### src/rtl/sdrc_pkg.sv
`timescale 1ns/1ps
package sdrc_pkg;

    // Digit code as {minus, plus}
    typedef enum logic [1:0] {
        DIG_ZERO = 2'b00,
        DIG_PLUS = 2'b01,
        DIG_MINUS = 2'b10
    } sd_digit_e;

    // Transfer to the next position and interim digit left at this one
    typedef struct packed {
        logic t_pos;
        logic t_neg;
        logic u_pos;
        logic u_neg;
    } sd_split_t;

    // Path taken by the final fold of the upper part
    typedef enum logic [1:0] {
        FOLD_KEEP   = 2'b00,
        FOLD_WRAP   = 2'b01,
        FOLD_ADD_M  = 2'b10,
        FOLD_ADD_2M = 2'b11
    } fold_sel_e;

    // Carry-free split of one digit pair; lo_has_neg tells whether the
    // pair one position below holds a negative digit.
    function automatic sd_split_t split_pair(
        input logic xp, input logic xn,
        input logic yp, input logic yn,
        input logic lo_has_neg
    );
        sd_split_t r;
        logic [1:0] np;
        logic [1:0] nn;
        r  = '0;
        np = {1'b0, xp} + {1'b0, yp};
        nn = {1'b0, xn} + {1'b0, yn};
        if (np == 2'd2) begin
            r.t_pos = 1'b1;
        end else if (nn == 2'd2) begin
            r.t_neg = 1'b1;
        end else if (np == 2'd1 && nn == 2'd0) begin
            if (!lo_has_neg) begin
                r.t_pos = 1'b1;
                r.u_neg = 1'b1;
            end else begin
                r.u_pos = 1'b1;
            end
        end else if (nn == 2'd1 && np == 2'd0) begin
            if (!lo_has_neg) begin
                r.u_neg = 1'b1;
            end else begin
                r.t_neg = 1'b1;
                r.u_pos = 1'b1;
            end
        end
        return r;
    endfunction

    // Split of a digit when a constant +1 is added to it
    function automatic sd_split_t ones_split(input logic dp, input logic dn);
        sd_split_t r;
        r       = '0;
        r.t_pos = ~dn;
        r.u_neg = ~dp & ~dn;
        return r;
    endfunction

    // Final digit = interim + incoming transfer; never leaves {-1,0,1}
    function automatic sd_digit_e merge(
        input logic u_pos, input logic u_neg,
        input logic c_pos, input logic c_neg
    );
        logic p;
        logic n;
        p = (u_pos & ~c_neg) | (c_pos & ~u_neg);
        n = (u_neg & ~c_pos) | (c_neg & ~u_pos);
        return sd_digit_e'({n, p});
    endfunction

endpackage

### src/rtl/sdrc_eac_add.sv
`timescale 1ns/1ps
module sdrc_eac_add
    import sdrc_pkg::*;
#(
    parameter int W = 16
) (
    input  logic [W-1:0] a_pos,
    input  logic [W-1:0] a_neg,
    input  logic [W-1:0] b_pos,
    input  logic [W-1:0] b_neg,
    output logic [W-1:0] s_pos,
    output logic [W-1:0] s_neg
);

    sd_split_t [W-1:0] sp;

    // Position 0 sees position W-1 as its lower neighbour: the transfer
    // out of the top digit re-enters at the bottom (weight 2^W = 1).
    for (genvar i = 0; i < W; i++) begin : g_digit
        localparam int LO = (i == 0) ? W - 1 : i - 1;
        logic lo_neg;
        sd_digit_e d;
        assign lo_neg = a_neg[LO] | b_neg[LO];
        assign sp[i]  = split_pair(a_pos[i], a_neg[i], b_pos[i], b_neg[i], lo_neg);
        assign d      = merge(sp[i].u_pos, sp[i].u_neg, sp[LO].t_pos, sp[LO].t_neg);
        assign s_pos[i] = d[0];
        assign s_neg[i] = d[1];
    end

    if (W <= 30) begin : g_chk
        always_comb begin
            longint md;
            longint va;
            longint vb;
            longint vs;
            md = (longint'(1) <<< W) - 1;
            va = longint'(a_pos) - longint'(a_neg);
            vb = longint'(b_pos) - longint'(b_neg);
            vs = longint'(s_pos) - longint'(s_neg);
            a_r8_eac_congruent: assert ((vs - va - vb) % md == 0)
                else $error("end-around sum not congruent to operand sum");
        end
    end

endmodule

### src/rtl/sdrc_add_ones.sv
`timescale 1ns/1ps
module sdrc_add_ones
    import sdrc_pkg::*;
#(
    parameter int W = 16
) (
    input  logic [W-1:0] d_pos,
    input  logic [W-1:0] d_neg,
    output logic [W:0]   o_pos,
    output logic [W:0]   o_neg
);

    sd_split_t [W-1:0] sp;

    for (genvar i = 0; i < W; i++) begin : g_digit
        sd_digit_e d;
        assign sp[i] = ones_split(d_pos[i], d_neg[i]);
        if (i == 0) begin : g_first
            assign d = merge(sp[i].u_pos, sp[i].u_neg, 1'b0, 1'b0);
        end else begin : g_rest
            assign d = merge(sp[i].u_pos, sp[i].u_neg, sp[i-1].t_pos, sp[i-1].t_neg);
        end
        assign o_pos[i] = d[0];
        assign o_neg[i] = d[1];
    end

    assign o_pos[W] = sp[W-1].t_pos;
    assign o_neg[W] = sp[W-1].t_neg;

    if (W <= 30) begin : g_chk
        always_comb begin
            longint vi;
            longint vo;
            vi = longint'(d_pos) - longint'(d_neg);
            vo = longint'(o_pos) - longint'(o_neg);
            a_r9_adds_modulus: assert (vo == vi + ((longint'(1) <<< W) - 1))
                else $error("plus-ones stage did not add 2^W-1");
        end
    end

endmodule

### src/rtl/sdrc_sd2bin.sv
`timescale 1ns/1ps
module sdrc_sd2bin #(
    parameter int WD = 8
) (
    input  logic [WD-1:0] d_pos,
    input  logic [WD-1:0] d_neg,
    input  logic          borrow_in,
    output logic [WD:0]   diff
);

    // plus - minus - borrow, written as one addition with inverted minus bits
    assign diff = {1'b0, d_pos} + {1'b1, ~d_neg} + {{WD{1'b0}}, ~borrow_in};

endmodule

### src/rtl/sdrc_fold.sv
`timescale 1ns/1ps
module sdrc_fold
    import sdrc_pkg::*;
#(
    parameter int W = 16
) (
    input  logic [W:0]   raw,
    input  logic [W+1:0] cor,
    output logic [W-1:0] upper
);

    fold_sel_e sel;
    logic      cor_unused;

    assign cor_unused = cor[W];

    always_comb begin
        if (!raw[W]) begin
            sel = (&raw[W-1:0]) ? FOLD_WRAP : FOLD_KEEP;
        end else begin
            sel = cor[W+1] ? FOLD_ADD_2M : FOLD_ADD_M;
        end
    end

    always_comb begin
        unique case (sel)
            FOLD_KEEP:   upper = raw[W-1:0];
            FOLD_WRAP:   upper = '0;
            FOLD_ADD_M:  upper = cor[W-1:0];
            FOLD_ADD_2M: upper = cor[W-1:0] - {{(W-1){1'b0}}, 1'b1};
            default:     upper = raw[W-1:0];
        endcase
    end

endmodule

### src/rtl/sdres_to_bin.sv
`timescale 1ns/1ps
module sdres_to_bin #(
    parameter int N = 8
) (
    input  logic [N-1:0]   x1_pos,
    input  logic [N-1:0]   x1_neg,
    input  logic [N-1:0]   x2_pos,
    input  logic [N-1:0]   x2_neg,
    input  logic [N-1:0]   x3_pos,
    input  logic [N-1:0]   x3_neg,
    output logic [3*N-1:0] value
);

    localparam int W  = 2 * N;
    localparam int XW = 3 * N;

    // Operand forming: wiring only
    logic [W-1:0] a_pos, a_neg;
    logic [W-1:0] dup1_pos, dup1_neg, dup3_pos, dup3_neg;
    logic [W-1:0] b_pos, b_neg, c_pos, c_neg;

    assign a_pos    = {x2_neg, x3_neg};
    assign a_neg    = {x2_pos, x3_pos};
    assign dup1_pos = {x1_pos, x1_pos};
    assign dup1_neg = {x1_neg, x1_neg};
    assign dup3_pos = {x3_pos, x3_pos};
    assign dup3_neg = {x3_neg, x3_neg};
    assign b_pos    = {dup1_pos[0], dup1_pos[W-1:1]};
    assign b_neg    = {dup1_neg[0], dup1_neg[W-1:1]};
    assign c_pos    = {dup3_pos[0], dup3_pos[W-1:1]};
    assign c_neg    = {dup3_neg[0], dup3_neg[W-1:1]};

    // Two cascaded end-around adders
    logic [W-1:0] s1_pos, s1_neg, u_pos, u_neg;

    sdrc_eac_add #(.W(W)) u_add_ab (
        .a_pos(a_pos), .a_neg(a_neg), .b_pos(b_pos), .b_neg(b_neg),
        .s_pos(s1_pos), .s_neg(s1_neg)
    );

    sdrc_eac_add #(.W(W)) u_add_c (
        .a_pos(s1_pos), .a_neg(s1_neg), .b_pos(c_pos), .b_neg(c_neg),
        .s_pos(u_pos), .s_neg(u_neg)
    );

    // Low part: x2 alone; its borrow is charged to the upper part
    logic [N:0] lo_diff;
    logic       lo_borrow;

    sdrc_sd2bin #(.WD(N)) u_cvt_lo (
        .d_pos(x2_pos), .d_neg(x2_neg), .borrow_in(1'b0), .diff(lo_diff)
    );
    assign lo_borrow = lo_diff[N];

    // Upper part, uncorrected and corrected, converted side by side
    logic [W:0]   up_raw;
    logic [W:0]   uc_pos, uc_neg;
    logic [W+1:0] up_cor;

    sdrc_sd2bin #(.WD(W)) u_cvt_raw (
        .d_pos(u_pos), .d_neg(u_neg), .borrow_in(lo_borrow), .diff(up_raw)
    );

    sdrc_add_ones #(.W(W)) u_ones (
        .d_pos(u_pos), .d_neg(u_neg), .o_pos(uc_pos), .o_neg(uc_neg)
    );

    sdrc_sd2bin #(.WD(W+1)) u_cvt_cor (
        .d_pos(uc_pos), .d_neg(uc_neg), .borrow_in(lo_borrow), .diff(up_cor)
    );

    logic [W-1:0] upper;

    sdrc_fold #(.W(W)) u_fold (
        .raw(up_raw), .cor(up_cor), .upper(upper)
    );

    assign value = {upper, lo_diff[N-1:0]};

    if (XW <= 60) begin : g_chk
        always_comb begin
            longint m1, m2, m3, mt, mw, kf;
            longint vx, v1, v2, v3, vb, vc;
            m1 = (longint'(1) <<< N) - 1;
            m2 = longint'(1) <<< N;
            m3 = (longint'(1) <<< N) + 1;
            mt = m1 * m2 * m3;
            mw = (longint'(1) <<< W) - 1;
            kf = (longint'(1) <<< (N - 1)) * m3;
            vx = longint'(value);
            v1 = longint'(x1_pos) - longint'(x1_neg);
            v2 = longint'(x2_pos) - longint'(x2_neg);
            v3 = longint'(x3_pos) - longint'(x3_neg);
            vb = longint'(b_pos) - longint'(b_neg);
            vc = longint'(c_pos) - longint'(c_neg);
            a_r3_below_m: assert (vx < mt)
                else $error("output not below M");
            a_r2_match_lo_mod: assert ((vx - v1) % m1 == 0)
                else $error("output disagrees with x1");
            a_r4_match_mid_mod: assert ((vx - v2) % m2 == 0)
                else $error("output disagrees with x2");
            a_r2_match_hi_mod: assert ((vx - v3) % m3 == 0)
                else $error("output disagrees with x3");
            a_r8_rot_x1: assert ((vb - kf * v1) % mw == 0)
                else $error("rotated x1 operand carries wrong factor");
            a_r8_rot_x3: assert ((vc - kf * v3) % mw == 0)
                else $error("rotated x3 operand carries wrong factor");
        end
    end

endmodule

### config.mk
export PLATFORM = sky130hd
export DESIGN_NAME = sdres_to_bin
export DESIGN_NICKNAME = d
export VERILOG_FILES = /design/src/rtl/sdrc_pkg.sv /design/src/rtl/sdrc_eac_add.sv /design/src/rtl/sdrc_add_ones.sv /design/src/rtl/sdrc_sd2bin.sv /design/src/rtl/sdrc_fold.sv /design/src/rtl/sdres_to_bin.sv
export SDC_FILE = /design/constraint.sdc
export NUM_CORES = 1
export LEC_CHECK = 0
export BUFFER_PORTS_ARGS = -buffer_cell sky130_fd_sc_hd__buf_2
export CAP_MARGIN = 20
export CORE_ASPECT_RATIO = 1.25
export CORE_MARGIN = 2
export CORE_UTILIZATION = 55
export DETAILED_ROUTE_END_ITERATION = 10
export PLACE_DENSITY = 0.75
export SYNTH_ARGS = -nofsm -noshare
export SYNTH_HDL_FRONTEND = slang
export SYNTH_HIERARCHICAL = 1
export SYNTH_SLANG_ARGS = --single-unit
### constraint.sdc
create_clock -name vclk -period 24.8
set_input_delay 4.96 -clock vclk [all_inputs]
set_output_delay 4.96 -clock vclk [all_outputs]
set_load 0.01 [all_outputs]
==> flow_metrics.py, run 1 <==
metrics = {
    "cells_and_area": {
        "antenna_cells": 0,
        "n_clock_buffer": 0,
        "nFlopsAndLatches": 0,
        "fillCellCount": 1318,
        "regArea_um2": 0,
        "nets": 1321,
        "layout_commonest_cell": "inv_1",
        "multi_input_area_um2": 6970,
        "layout_common_cells": "inv_1, ha_1, buf_2",
        "layout-drive-gt1-share_pct": 10.5,
        "area_growth_pct": 7.01,
    },
    "pwr": {
        "swShare_pct": 58.0,
        "power_uw": 680,
        "combPwrFrac_pct": 100.0,
        "ir_drop_v": 0.000118,
        "p_leak_uw": 0.00416,
        "clkPwrFrac_pct": 0,
        "seq_power_share_pct": 0,
        "p_int_uw": 286,
        "power.switching_uw": 394,
        "p_per_area_nw_per_um2": 81.2,
    },
    "critical_path": {
        "crit_type": "in2out",
        "start_kind": "input port",
        "cp_data_required_time_ns": 19.84,
        "cp.arrival_ns": 11.01,
        "path_max_fanout": 16,
        "crit_path_end_kind": "output pin",
    },
    "placed_design": {
        "dpl_worst_slack_ns": 8.89,
        "dp_hpwl_um": 17500,
        "port_buffers": 72,
        "gp_congestion": 0.927,
    },
    "clock_tree": {
        "ctsHoldBuffers": 0,
        "post_cts_buffers": 0,
        "ctsResizeCount": 0,
    },
    "routing": {
        "finalWirelength_um": 20700,
        "vias": 7903,
        "vias_per_cell": 6.21,
        "drc": 0,
        "drt_iter0_markers": 440,
        "drtPass1Iterations": 5,
        "final_antenna_net_count": 0,
        "post_drt_wl_per_cell_um": 16.3,
    },
    "floorplanning": {
        "rows": 48,
        "fp.dieH_um": 137,
        "core_region_area_um2": 13900,
        "dieArea_um2": 15200,
        "io_pins": 72,
        "start_util_pct": 56.4,
        "dieWidth_um": 111,
    },
    "hold_path": {
        "min_to": "value[0]",
        "hold_class": "in2out",
        "min_delay_path_depth": 3,
        "holdCritStartpoint": "x2_pos[0]",
    },
    "sta": {
        "tns_ns": 0,
        "rsz0062_at_grt": "no",
        "min_period_over_period_pct": 64.4,
        "setup_viol": 0,
        "fmax_mhz": 62.6,
        "hold_viol": 0,
        "slew-limit-headroom_pct": 33.8,
        "period_needed_ns": 15.97,
        "final-max-slew-violation-count": 0,
        "worstMarginPinSlew_ns": 0.990,
        "setup_slack_ns": 8.83,
    },
    "global_routing": {
        "grt_pass1_wl_um": 34300,
        "grt_use_total_pct": 26.5,
        "overflow": 0,
        "grt_max_degree": 19,
        "antenna_found_initial": 0,
        "grt_pass1_vias": 7333,
    },
    "yosys": {
        "synth-warning-count": 6,
        "synth.avg_cell_area_um2": 7.58,
        "syn_area_um2": 7820,
        "syn_inst": 1031,
    },
    "run": {
        "maxCapViolations": 0,
    },
    "status": {
        "status": "finished, final reports clean",
    },
}
-- worst max-delay path: stages --
cell	delay (ns)
buf_2	0.19
inv_1	0.07
ha_1	0.32
a22o_1	0.31
o2bb2ai_1	0.14
a2111oi_0	0.55
buf_1	0.24
ha_1	0.35
nor2_1	0.14
o211ai_1	0.10
nor3b_1	0.59
inv_1	0.10
ha_1	0.37
a21o_1	0.23
a221o_1	0.41
a2111oi_2	0.36
or3_1	0.18
xnor2_1	0.09
nand4_1	0.09
nor4_1	0.05
nor2_1	0.75
a22o_1	0.27
buf_2	0.13
-- through the flow --
| stage | hold slack, ns | util (%) | area (um^2) | instances |
|---|---|---|---|---|
| after CTS | 10.31 | 60.3 | 8370 | 1273 |
| after floorplan | 10.11 | - | 7820 | 1032 |
| final | 10.31 | 60.3 | 8370 | 1273 |
| after detailed placement | 10.32 | 60.3 | 8370 | 1273 |
| after global routing | 10.35 | 60.3 | 8370 | 1273 |
| after global placement | 10.32 | 60.3 | 8360 | 1272 |
-- per-layer routing --
layer	wire [um]	vias to the layer above	GRT usage, %	share of wire [%]
met2	9970	196	50.1	48
li1	-	3975	-	-
met1	9130	3679	32.0	44
met4	952	0	10.2	4.6
met3	674	53	0.660	3.3
met5	0	-	0	0
-- how the worst max path moves through the flow --
| stage | from | to | slack [ns] |
|---|---|---|---|
| global route | x3_neg[4] | value[20] | 8.37 |
| floorplan | x3_pos[0] | value[10] | 9.93 |
| CTS | x3_neg[4] | value[9] | 8.89 |
| detailed placement | x3_neg[4] | value[11] | 8.89 |
| global placement | x3_neg[4] | value[11] | 8.53 |
| finish | x3_neg[4] | value[9] | 8.83 |
-- final cells by class --
class              count  area share, %
inverters            213           9.56
multi-input cells    810           83.3
well taps            175           2.62
repair buffers        75           4.53
-- power by group through the flow --
stage | combinational [uW] | sequential [uW] | clock (uW)
6_report | 680 | 0 | 0
3_5_place_dp | 666 | 0 | 0
3_3_place_gp | 661 | 0 | 0
4_1_cts | 673 | 0 | 0
5_1_grt | 744 | 0 | 0
2_1_floorplan | 512 | 0 | 0
Power figures use the tool's default switching activity.
==> inputs of run 2 (changes only) <==
PLACE_DENSITY = 0.78   (was 0.75)
clock period = 13.2 ns   (was 24.8 ns; I/O delays follow)
==> run 2 against run 1 <==
Core utilization up 0.063 points. Largest cell class unchanged. Count of clock-buffer cells in the layout unchanged. Flip-flop and latch count unchanged. Non-clock buffer count unchanged. Critical endpoint is now value[8]. Cell area up 0.10%. Largest power group unchanged. Die area unchanged. Critical path depth unchanged.
==> flow_metrics.py, run 2 (same netlist as run 1, synthesis figures left out) <==
metrics = {
    "sta": {
        "worstMarginPinSlew_ns": 0.927,
        "min_period_over_period_pct": 85.5,
        "setup_viol": 0,
        "final-max-slew-violation-count": 0,
        "rsz0062_at_grt": "no",
        "tns_ns": 0,
        "fmax_mhz": 88.6,
        "slew-limit-headroom_pct": 38.0,
        "period_needed_ns": 11.29,
        "hold_viol": 0,
    },
    "critical_path": {
        "cp.arrival_ns": 8.65,
        "crit_type": "in2out",
        "cp_data_required_time_ns": 10.56,
        "crit_path_end_kind": "output pin",
        "start_kind": "input port",
        "path_max_fanout": 16,
    },
    "routing": {
        "final_antenna_net_count": 0,
        "post_drt_wl_per_cell_um": 16.3,
        "finalWirelength_um": 20700,
        "drtPass1Iterations": 5,
        "vias_per_cell": 6.27,
        "drt_iter0_markers": 549,
        "drc": 0,
        "vias": 7986,
    },
    "global_routing": {
        "antenna_found_initial": 0,
        "grt_pass1_vias": 7261,
        "grt_use_total_pct": 26.4,
        "grt_pass1_wl_um": 34300,
        "overflow": 0,
        "grt_max_degree": 19,
    },
    "cells_and_area": {
        "layout_commonest_cell": "inv_1",
        "fin_util_pct": 60.4,
        "regArea_um2": 0,
        "nets": 1321,
        "layout-drive-gt1-share_pct": 10.5,
        "nFlopsAndLatches": 0,
        "n_clock_buffer": 0,
        "area_growth_pct": 7.12,
        "layout_common_cells": "inv_1, ha_1, buf_2",
        "antenna_cells": 0,
    },
    "floorplanning": {
        "io_pins": 72,
        "dieArea_um2": 15200,
        "rows": 48,
        "fp.dieH_um": 137,
        "dieWidth_um": 111,
        "start_util_pct": 56.4,
        "core_region_area_um2": 13900,
    },
    "pwr": {
        "p_leak_uw": 0.00417,
        "p_per_area_nw_per_um2": 153,
        "ir_drop_v": 0.000229,
    },
    "placed_design": {
        "gp_congestion": 0.916,
        "dp_hpwl_um": 17500,
        "port_buffers": 72,
    },
    "clock_tree": {
        "post_cts_buffers": 0,
        "ctsResizeCount": 0,
        "ctsHoldBuffers": 0,
    },
    "status": {
        "status": "finished, final reports clean",
    },
    "hold_path": {
        "hold_class": "in2out",
        "min_delay_path_depth": 3,
        "min_to": "value[0]",
        "holdCritStartpoint": "x2_pos[0]",
    },
    "run": {
        "maxCapViolations": 0,
    },
}
==> run 2: layout make-up <==
| cell class | count | area, um^2 |
|---|---|---|
| Fill cell | 1293 | 5500 |
| Timing Repair Buffer | 75 | 388 |
| Multi-Input combinational cell | 810 | 6970 |
| Inverter | 213 | 800 |
| Tap cell | 175 | 219 |
==> run 2: stage by stage <==
stage | power, uW | worst slack [ns] | hold WS [ns] | instance area [um^2] | instances
6_report | 1280 | 1.91 | 5.68 | 8380 | 1273
5_1_grt | 1400 | 1.41 | 5.70 | 8380 | 1273
4_1_cts | 1260 | 1.55 | 5.68 | 8360 | 1272
3_5_place_dp | 1250 | 1.56 | 5.68 | 8360 | 1272
3_3_place_gp | 1240 | 1.63 | 5.68 | 8360 | 1272
2_1_floorplan | 961 | 2.97 | 5.47 | 7820 | 1032
==> run 2: critical path, cell delays in order <==
cell and delay, ns:
buf_2 0.19, inv_1 0.07, ha_1 0.32, a22o_1 0.31, o2bb2ai_1 0.14, a2111oi_0 0.60
dlymetal6s2s_1 0.29, ha_1 0.34, nor2_1 0.14, o211ai_1 0.10, nor3b_1 0.57, inv_1 0.10
ha_1 0.37, a21o_1 0.22, a221o_1 0.40, a2111oi_2 0.35, or3_1 0.17, xnor2_1 0.10
nand4_1 0.09, nor4_1 0.05, nor2_1 0.70, a22o_1 0.27, buf_2 0.13
==> run 2: power by group <==
group / total, uW / internal, uW / switching [uW]
Combinational: 1280 / 537 / 747
Sequential: 0 / 0 / 0
Clock: 0 / 0 / 0
==> run 2: how the worst max path moves through the flow <==
stage	cells after the start	slack [ns]	startpoint	endpoint
5_1_grt	23	1.41	x3_neg[4]	value[10]
3_3_place_gp	23	1.63	x3_neg[4]	value[10]
4_1_cts	23	1.55	x3_neg[4]	value[8]
2_1_floorplan	23	2.97	x3_pos[0]	value[10]
3_5_place_dp	23	1.56	x3_neg[4]	value[8]
6_report	23	1.91	x3_neg[4]	value[8]
==> run 2: routing by layer <==
metal | GRT usage (%) | part of all wire, % | vias to the layer above
met5 | 0 | 0 | -
met4 | 10.2 | 4.3 | 0
met3 | 0.792 | 4.2 | 54
met2 | 48.7 | 48 | 230
met1 | 32.6 | 43 | 3730
li1 | - | - | 3972
==> inputs of run 3 (changes only) <==
==> constraint.sdc (replaced) <==
create_clock -name vclk -period 13.2
set_input_delay 2.64 -clock vclk [all_inputs]
set_output_delay 2.64 -clock vclk [all_outputs]
set_load 0.02 [all_outputs]
==> run 3 against run 2 <==
Routed wire length about the same. Critical endpoint is now value[12]. Non-clock buffer count unchanged. Critical path type unchanged. Count of clock-buffer cells in the layout unchanged. Cell area unchanged. Fmax decreased by 0.80%. Hold slack improved by 0.032 ns. Sequential share of layout area unchanged.
==> flow_metrics.py, run 3 (same netlist as run 1, synthesis figures left out) <==
metrics = {
    "sta": {
        "setup_viol": 0,
        "fmax_mhz": 87.9,
        "slew-limit-headroom_pct": 36.3,
        "min_period_over_period_pct": 86.2,
        "period_needed_ns": 11.38,
        "worstMarginPinSlew_ns": 0.953,
        "rsz0062_at_grt": "no",
        "tns_ns": 0,
        "hold_viol": 0,
        "final-max-slew-violation-count": 0,
        "hold_ws_ns": 5.71,
    },
    "floorplanning": {
        "core_region_area_um2": 13900,
        "start_util_pct": 56.4,
        "io_pins": 72,
        "fp.dieH_um": 137,
        "rows": 48,
        "dieArea_um2": 15200,
        "dieWidth_um": 111,
    },
    "hold_path": {
        "holdCritStartpoint": "x2_pos[0]",
        "hold_class": "in2out",
        "min_delay_path_depth": 3,
        "min_to": "value[0]",
    },
    "routing": {
        "drc": 0,
        "final_antenna_net_count": 0,
        "drt_iter0_markers": 420,
        "finalWirelength_um": 20700,
        "vias_per_cell": 6.24,
        "post_drt_wl_per_cell_um": 16.3,
        "drtPass1Iterations": 8,
        "vias": 7941,
    },
    "clock_tree": {
        "ctsHoldBuffers": 0,
        "post_cts_buffers": 0,
        "ctsResizeCount": 0,
    },
    "cells_and_area": {
        "n_clock_buffer": 0,
        "antenna_cells": 0,
        "layout_common_cells": "inv_1, ha_1, buf_2",
        "nFlopsAndLatches": 0,
        "fin_util_pct": 60.4,
        "fin_cells": 1273,
        "nets": 1321,
        "layout-drive-gt1-share_pct": 10.5,
        "multi_input_area_um2": 6970,
        "layout_commonest_cell": "inv_1",
        "fillCellCount": 1282,
        "finalInstanceArea_um2": 8380,
        "regArea_um2": 0,
        "area_growth_pct": 7.12,
    },
    "run": {
        "maxCapViolations": 0,
    },
    "placed_design": {
        "gp_congestion": 0.902,
        "dp_cells": 1272,
        "place_area_um2": 8360,
        "port_buffers": 72,
        "dp_hpwl_um": 17600,
    },
    "global_routing": {
        "overflow": 0,
        "grt_pass1_vias": 7254,
        "grt_pass1_wl_um": 33800,
        "antenna_found_initial": 0,
        "grt_use_total_pct": 26.2,
        "grt_max_degree": 19,
    },
    "pwr": {
        "p_leak_uw": 0.00417,
        "ir_drop_v": 0.000294,
        "p_per_area_nw_per_um2": 161,
    },
    "critical_path": {
        "path_max_fanout": 16,
        "cp_data_required_time_ns": 10.56,
        "start_kind": "input port",
        "slowest_stage": "nor2_1",
        "crit_type": "in2out",
        "cp_top_family": "compound AO/OA/AOI/OAI gates",
        "max_stage_delay_ns": 0.72,
        "cp.arrival_ns": 8.74,
        "crit_chain": "buf_2 > inv_1 > ha_1 > a22o_1 > o2bb2ai_1 > a2111oi_0 > inv_1 > ha_1 > a22oi_1 > nor4b_1 > o21a_1 > inv_1 > fa_1 > fa_1 > a21o_2 > a221o_1 > a2111oi_2 > or3_1 > xnor2_1 > nand4_1 > nor4_1 > nor2_1 > a22o_1 > buf_2",
        "crit_top_cell": "inv_1",
        "critPathBufInv": 5,
        "crit_path_end_kind": "output pin",
    },
    "status": {
        "status": "finished, final reports clean",
    },
}
==> run 3: cell type report <==
cell class,count,share of cell area (%)
Multi-Input combinational cell,810,83.2
Inverter,213,9.55
Timing Repair Buffer,75,4.63
Tap cell,175,2.61
==> run 3: per-stage QoR <==
step,total power [uW],worst slack [ns]
6_report,1350,1.82
5_1_grt,1460,1.34
4_1_cts,1330,1.44
3_5_place_dp,1320,1.44
3_3_place_gp,1310,1.62
2_1_floorplan,1030,2.93
==> run 3: tightest hold or removal path, cell delays in order <==
cell	delay, ns
buf_2	0.12
fa_1	0.16
buf_2	0.15
==> run 3: worst max-delay path by stage <==
stage | depth (start not counted) | startpoint | endpoint | slack [ns]
after floorplan | 23 | x3_pos[0] | value[10] | 2.93
after global placement | 23 | x3_neg[4] | value[20] | 1.62
after detailed placement | 23 | x3_neg[4] | value[12] | 1.44
after CTS | 23 | x3_neg[4] | value[12] | 1.44
after global routing | 24 | x3_neg[4] | value[12] | 1.34
final | 24 | x3_pos[0] | value[12] | 1.82
==> run 3: power breakdown <==
part / switching (uW) / internal [uW]
Clock: 0 / 0
Combinational: 810 / 538
Sequential: 0 / 0
Total: 810 / 538
==> run 3: layer usage <==
| metal | vias to the layer above | part of all wire, % | track usage, % | routed length, um |
|---|---|---|---|---|
| met4 | 0 | 4.2 | 10.6 | 863 |
| li1 | 3977 | - | - | - |
| met3 | 58 | 3.4 | 0.968 | 706 |
| met1 | 3679 | 45 | 32.4 | 9230 |
| met2 | 227 | 48 | 48.0 | 9910 |
| met5 | - | 0 | 0 | 0 |
